--- src/rtl/mbus_rtc_pkg.sv ---
package mbus_rtc_pkg;
  localparam int DATA_W   = 8;
  localparam int ADDR_W   = 7;
  localparam int CLK_REGS = 14;
  localparam int DEPTH    = 1 << ADDR_W;

  // True when an address falls in the general-purpose region
  function automatic logic is_user_byte(input logic [ADDR_W-1:0] a);
    return int'(a) >= CLK_REGS;
  endfunction

  // Next address for the wipe walker, wrapping back to the region start
  function automatic logic [ADDR_W-1:0] next_wipe(input logic [ADDR_W-1:0] a);
    if (int'(a) == DEPTH - 1) return ADDR_W'(CLK_REGS);
    return a + 1'b1;
  endfunction
endpackage

--- src/rtl/mbus_rtc_sync.sv ---
module mbus_rtc_sync #(
  parameter int          W      = 1,
  parameter int          STAGES = 2,
  parameter logic [W-1:0] RST_V = '0
) (
  input  logic         clk,
  input  logic         rst_n,
  input  logic [W-1:0] d,
  output logic [W-1:0] q
);
  logic [W-1:0] chain [STAGES];

  always_ff @(posedge clk or negedge rst_n) begin
    if (!rst_n) chain[0] <= RST_V;
    else        chain[0] <= d;
  end

  generate
    for (genvar s = 1; s < STAGES; s++) begin : g_stage
      always_ff @(posedge clk or negedge rst_n) begin
        if (!rst_n) chain[s] <= RST_V;
        else        chain[s] <= chain[s-1];
      end
    end
  endgenerate

  assign q = chain[STAGES-1];
endmodule

--- src/rtl/mbus_rtc_busctl.sv ---
module mbus_rtc_busctl
  import mbus_rtc_pkg::*;
(
  input  logic              clk,
  input  logic              rst_n,
  input  logic [DATA_W-1:0] bus_s,
  input  logic              astb_s,
  input  logic              sel_n_s,
  input  logic              rstb_n_s,
  input  logic              wstb_n_s,
  input  logic              pwr_s,
  output logic [ADDR_W-1:0] addr_q,
  output logic              addr_load,
  output logic              wr_commit,
  output logic [DATA_W-1:0] wr_data,
  output logic              rd_drive
);
  logic astb_d, wstb_d, sel_ok;
  logic desel;

  assign desel     = sel_n_s | pwr_s;
  assign addr_load = astb_d & ~astb_s;
  assign wr_commit = wstb_n_s & ~wstb_d & sel_ok;

  always_ff @(posedge clk or negedge rst_n) begin
    if (!rst_n) begin
      astb_d   <= 1'b0;
      wstb_d   <= 1'b1;
      sel_ok   <= 1'b0;
      addr_q   <= '0;
      wr_data  <= '0;
      rd_drive <= 1'b0;
    end else begin
      astb_d   <= astb_s;
      wstb_d   <= wstb_n_s;
      rd_drive <= ~rstb_n_s & ~desel;
      if (addr_load) addr_q <= bus_s[ADDR_W-1:0];
      if (!wstb_n_s) begin
        wr_data <= bus_s;
        if (wstb_d) sel_ok <= ~desel;
        else        sel_ok <= sel_ok & ~desel;
      end
    end
  end
endmodule

--- src/rtl/mbus_rtc_store.sv ---
module mbus_rtc_store
  import mbus_rtc_pkg::*;
(
  input  logic              clk,
  input  logic              rst_n,
  input  logic              wipe_act,
  input  logic              bus_we,
  input  logic [ADDR_W-1:0] bus_addr,
  input  logic [DATA_W-1:0] bus_wdata,
  output logic              wipe_we,
  output logic [ADDR_W-1:0] wipe_ptr,
  output logic [DATA_W-1:0] rdata
);
  logic [DATA_W-1:0] mem [DEPTH];
  logic              we;
  logic [ADDR_W-1:0] waddr;
  logic [DATA_W-1:0] wdata;

  assign wipe_we = wipe_act;

  always_comb begin
    if (wipe_act) begin
      we    = 1'b1;
      waddr = wipe_ptr;
      wdata = '1;
    end else begin
      we    = bus_we;
      waddr = bus_addr;
      wdata = bus_wdata;
    end
  end

  always_ff @(posedge clk) begin
    if (we) mem[waddr] <= wdata;
  end

  always_ff @(posedge clk or negedge rst_n) begin
    if (!rst_n)        wipe_ptr <= ADDR_W'(CLK_REGS);
    else if (wipe_act) wipe_ptr <= next_wipe(wipe_ptr);
  end

  assign rdata = mem[bus_addr];
endmodule

--- src/rtl/mbus_rtc_regfile.sv ---
module mbus_rtc_regfile
  import mbus_rtc_pkg::*;
#(
  parameter int SYNC_STAGES = 2
) (
  input  logic              clk,
  input  logic              rst_n,
  input  logic [DATA_W-1:0] bus_in,
  output logic [DATA_W-1:0] bus_out,
  output logic              bus_oe,
  input  logic              astb,
  input  logic              sel_n,
  input  logic              rstb_n,
  input  logic              wstb_n,
  input  logic              wipe_n,
  input  logic              pwr_fail
);
  localparam int CTL_W = 6;

  logic [DATA_W-1:0] bus_s;
  logic [CTL_W-1:0]  ctl_s;
  logic              astb_s, sel_n_s, rstb_n_s, wstb_n_s, wipe_n_s, pwr_s;
  logic [ADDR_W-1:0] addr_q, wipe_ptr;
  logic              addr_load, wr_commit, rd_drive, wipe_we;
  logic [DATA_W-1:0] wr_data, rdata, out_q;

  mbus_rtc_sync #(.W(DATA_W), .STAGES(SYNC_STAGES), .RST_V('0)) u_bus_sync (
    .clk(clk), .rst_n(rst_n), .d(bus_in), .q(bus_s)
  );

  mbus_rtc_sync #(.W(CTL_W), .STAGES(SYNC_STAGES), .RST_V(6'b011110)) u_ctl_sync (
    .clk(clk), .rst_n(rst_n),
    .d({pwr_fail, wipe_n, wstb_n, rstb_n, sel_n, astb}),
    .q(ctl_s)
  );

  assign {pwr_s, wipe_n_s, wstb_n_s, rstb_n_s, sel_n_s, astb_s} = ctl_s;

  mbus_rtc_busctl u_ctl (
    .clk(clk), .rst_n(rst_n), .bus_s(bus_s),
    .astb_s(astb_s), .sel_n_s(sel_n_s), .rstb_n_s(rstb_n_s),
    .wstb_n_s(wstb_n_s), .pwr_s(pwr_s),
    .addr_q(addr_q), .addr_load(addr_load), .wr_commit(wr_commit),
    .wr_data(wr_data), .rd_drive(rd_drive)
  );

  mbus_rtc_store u_store (
    .clk(clk), .rst_n(rst_n), .wipe_act(~wipe_n_s),
    .bus_we(wr_commit), .bus_addr(addr_q), .bus_wdata(wr_data),
    .wipe_we(wipe_we), .wipe_ptr(wipe_ptr), .rdata(rdata)
  );

  always_ff @(posedge clk or negedge rst_n) begin
    if (!rst_n) out_q <= '0;
    else        out_q <= rdata;
  end

  assign bus_out = out_q;
  assign bus_oe  = rd_drive;
endmodule

--- config.mk ---
export PLATFORM = sky130hd
export DESIGN_NAME = mbus_rtc_regfile
export DESIGN_NICKNAME = d
export VERILOG_FILES = /design/src/rtl/mbus_rtc_pkg.sv /design/src/rtl/mbus_rtc_sync.sv /design/src/rtl/mbus_rtc_busctl.sv /design/src/rtl/mbus_rtc_store.sv /design/src/rtl/mbus_rtc_regfile.sv
export SDC_FILE = /design/constraint.sdc
export NUM_CORES = 1
export LEC_CHECK = 0
export CAP_MARGIN = 20
export CORE_UTILIZATION = 60
export DETAILED_ROUTE_END_ITERATION = 6
export DONT_BUFFER_PORTS = 1
export MAX_ROUTING_LAYER = met4
export PLACE_DENSITY_LB_ADDON = 0.08
export SLEW_MARGIN = 5
export SYNTH_ARGS = -nofsm -noshare
export SYNTH_HDL_FRONTEND = slang
export SYNTH_HIERARCHICAL = 1
export SYNTH_SLANG_ARGS = --single-unit
--- constraint.sdc ---
create_clock -name clk -period 4.6 [get_ports clk]
set_input_delay 0.69 -clock clk [delete_from_list [all_inputs] [get_ports clk]]
set_output_delay 0.69 -clock clk [all_outputs]
set_load 0.05 [all_outputs]
# [Yosys cells after proc, flatten, opt, wreduce, memory -nomap -nowiden]
# Memory sizes are Yosys's and may differ from the RTL's. A register that Yosys moved wholly into a read port is not among the register bits.
# Cells that the tools add are included.
[word_totals] reg_bits=54 ramBits=1024 in_bits=16 output_inout_bits=9 word_cells=35 mem_count=1
[mem_list] name="u_store.mem" depth=128 width=8 read_ports=1 rd_clocked_by_memory_dff=1 wr=1 line="mbus_rtc_store.sv:14" rtl="logic [DATA_W-1:0] mem [DEPTH];"
[op_classes] addsub=1 n_eq_ne=1 mux=10 bitwise=10 reduce_logical=1
[op_table] cell="$mux W7" count=3
[op_table] cell="$mux W8" count=1
[op_table] cell="$add A7 B1 Y7 const B" count=1
[op_table] cell="$eq A7 B1 Y1 const B" count=1
[op_table] cell="$mux W1" count=6
[op_table] cell="$and A1 B1 Y1" count=5
[op_table] cell="$not A1 Y1" count=4
[op_table] cell="$logic_not A1 Y1" count=1
[op_table] cell="$or A1 B1 Y1" count=1

# [Longest topological paths before layout]
[depth] word_depth=6 depth_mapped=9 mapped_depth_nobuf=5

# [Modules after synthesis]
# Netlist, hierarchy kept.
[by_module_without_submodules] module="mbus_rtc_store" n_inst=1 cells_per_inst=1702 area_each_um2=40034.6 seq_area_each_um2=30928.4
[by_module_without_submodules] module="mbus_rtc_busctl" n_inst=1 cells_per_inst=43 area_each_um2=735.7 seq_area_each_um2=476.7
[by_module_without_submodules] module="mbus_rtc_sync at u_bus_sync" n_inst=1 cells_per_inst=24 area_each_um2=460.4 seq_area_each_um2=400.4
[by_module_without_submodules] module="mbus_rtc_sync at u_ctl_sync" n_inst=1 cells_per_inst=18 area_each_um2=355.3 seq_area_each_um2=310.3
[by_module_without_submodules] module="mbus_rtc_regfile" n_inst=1 cells_per_inst=9 area_each_um2=203.9 seq_area_each_um2=200.2

# [Worst setup path before layout]
# OpenSTA, ideal clock, no wires.
[synth_path] path_type="reg2reg" start="register u_ctl_sync.chain, in the netlist u_ctl_sync/q[4]" end="memory u_store.mem[0][4] (data pin)" setup_time_ps=521 arrival_time_ps=3189 required_ps=4079 setup_slack_ps=891 stages_incl_launch_ff=8 n_path_buf=5 synth_period_minus_slack_ps=3709 path_cell_list="dfstp_2 buf_4 inv_1 clkbuf_1 clkbuf_1 clkbuf_1 clkbuf_1 or2_1"
[synth_via] elab_chain_len=1
[synth_rtl] item="start, declared" line="mbus_rtc_sync.sv:11" rtl="logic [W-1:0] chain [STAGES];"
[synth_rtl] item="start signal, assigned by index" line="mbus_rtc_sync.sv:22" rtl="else chain[s] <= chain[s-1];"
[synth_rtl] item="$mux W8" line="mbus_rtc_store.sv:22" rtl="if (wipe_act) begin"
[synth_rtl] item="net u_store.wdata[4]" line="mbus_rtc_store.sv:17" rtl="logic [DATA_W-1:0] wdata;"
[synth_rtl] item="end, declared" line="mbus_rtc_store.sv:14"
# The timed path passes the listed nets, and every way through them passes these cells.

==> flow_summary.toml <==
[cts]
ctsResizeCount = 0
clock_latency_ns = 0.66
root_buffer = "clkbuf_16"
cts_tree = "yes"
cts_setup_buffers = 0
clkSlewWorstSetupHoldPaths_ns = 0.06
clk_path_buf_depth = 3
cts_max_level = 3
clock_sinks = 1086
cts-buffers-inserted = 104

[min_path]
hold_depth = 0
min_path_type = "in -> reg"
hp-start = "wipe_n"
min_to = "u_ctl_sync/chain[10]"

[global_routing]
grt_pass1_vias = 19200
grt_pass1_wl_um = 133000
grt_start_max_net_pins = 106
overflow = 0
antenna_found_initial = 2
track_usage = 0.275

[final_layout]
layout_commonest_cell = "edfxtp_1"
layout-drive-gt1-share = 0.321
post-route-cell-area_sq_um = 46900
layout.nets = 1901
layout_common_cells = "edfxtp_1 (1024), mux4_2 (336), nor2_1 (136)"
area_delta_synth_final_pct = 12.1
fin_util = 0.682
fillers = 4216

[sta]
worst_clock_skew_ns = 0.0217
drv_slew = 0
setup_viol = 0
maxSlewHeadroom = 0.268
tns_ns = 0
final.min_clock_period_ns = 3.59
finalHoldViolCount = 0
whs_ns = 0.0393
rsz0062_at_grt = "no"
fin_ws_ns = 1.01
timing.fmax_mhz = 279
tightestPinTransition_ns = 1.10
min_period_over_period = 0.780

[worst_setup_path]
cp.arrival_ns = 4.12
path_max_fanout = 32
worst_setup_path_end_kind = "register"
path_class = "reg -> reg"
path_cells = "buf_12, buf_12, mux4_2, mux4_2, mux4_2, mux2_2"
crit_family = "multiplexers"
crit_required_ns = 5.13
critPathLaunchType = "register"
max_stage_delay_ns = 0.84
cp.buffers_inverters = 2
regToRegSetupSlack_ns = 1.01
critical-path-slowest-cell = "dfrtp_4"
worstReg2RegStart = "u_ctl/addr_q[0]"
path_common_cell = "mux4_2"
r2r-end = "bus_out[5]"
ff2ff_path_depth = 6

[place]
place_congestion = 0.828
place_area_sq_um = 43300
place_hpwl_um = 54600
port_buffers = 0
dp_worst_setup_slack_ns = 0.960

[routing]
first_iter_violations = 2228
drc = 1
drtAntennaViolNets = 0
routedWlPerCell_um = 31.2
first_pass_iters = 7
wl_um = 90700
via_per_inst = 6.48
vias = 18800

[logic_synthesis]
syn_area_sq_um = 41800
syn_inst = 1795
syn_nets = 1812
synth.avg_cell_area_sq_um = 23.3
yosysWarnings = 6

[power]
power.leakage_nw = 14.6
power_density_nw_per_um2 = 483
vdd.ir_drop.worst_v = 0.000377

[floorplanning]
fp.dieArea_sq_um = 70700
fp.dieW_um = 266
initial_core_util = 0.608
pin_count = 25
die_h_um = 266
core_area_sq_um = 68700
rows = 96

[outcome]
run_status = "finished, violations left"
violations = "DRC"

[job]
cap_viol_max_count = 0
[flip-flops by register name, summed over array words and instances (netlist names)]
register and count:
u_ctl_sync/q 6, u_ctl/addr_q 7, u_ctl_sync/chain 6, u_ctl/sel_ok 1
u_store/mem 1024, u_ctl/wstb_d 1, bus_out 8, u_ctl/wr_data 8
u_bus_sync/q 8, u_ctl/rd_drive 1, u_store/wipe_ptr 7, u_bus_sync/chain 8
u_ctl/astb_d 1
[layout make-up]
class                      instances  area, sq um  share of cell area
antenna                            1         2.50           0.0000534
clock buffer                     135         2910              0.0620
sequential                      1086        32300               0.690
tap                              931         1160              0.0249
clock inverter                    59          576              0.0123
multi-input combinational        597         8960               0.191
inverter                           1         3.75           0.0000801
timing repair buffer              94          911              0.0194
[power by group]
part,switching (mW),total (mW),internal (mW),leakage (nW)
Combinational,1.37,2.54,1.17,3.10
Clock,3.55,8.60,5.06,1.69
Sequential,0.390,11.5,11.1,9.77
Total,5.31,22.6,17.3,14.6
[routing by layer]
metal  vias up  GRT usage  share of wire  wire, um
met5         -          -              0         0
met4         0     0.0701          0.021      1930
met3       136     0.0387          0.072      6490
met2       771      0.419           0.49     44200
met1     10200      0.401           0.42     38100
li1       7718          -              -         -
[through the flow]
stage          cells  power [mW]
4_1_cts         2902        22.8
2_1_floorplan   1795        13.3
3_5_place_dp    2706        14.2
3_3_place_gp    2706        14.2
6_report        2904        22.6
5_1_grt         2904        23.2
[what timing repair did]
action	CTS	global route
hold buffers	2	0
endpoints found under the hold margin	62	0
setup endpoints to repair	0	0
[how the worst max path moves through the flow]
stage,start,endpoint,slack (ns),depth (start not counted)
finish,u_ctl/addr_q[0],bus_out[5],1.01,6
CTS,u_ctl/addr_q[0],bus_out[5],0.96,6
floorplan,u_ctl_sync/q[4],u_store/mem[0][4],0.91,7
global placement,u_ctl/addr_q[0],bus_out[5],1.0,6
global route,u_ctl/addr_q[0],bus_out[5],0.84,6
detailed placement,u_ctl/addr_q[0],bus_out[5],0.96,6
Power figures use the tool's default switching activity.
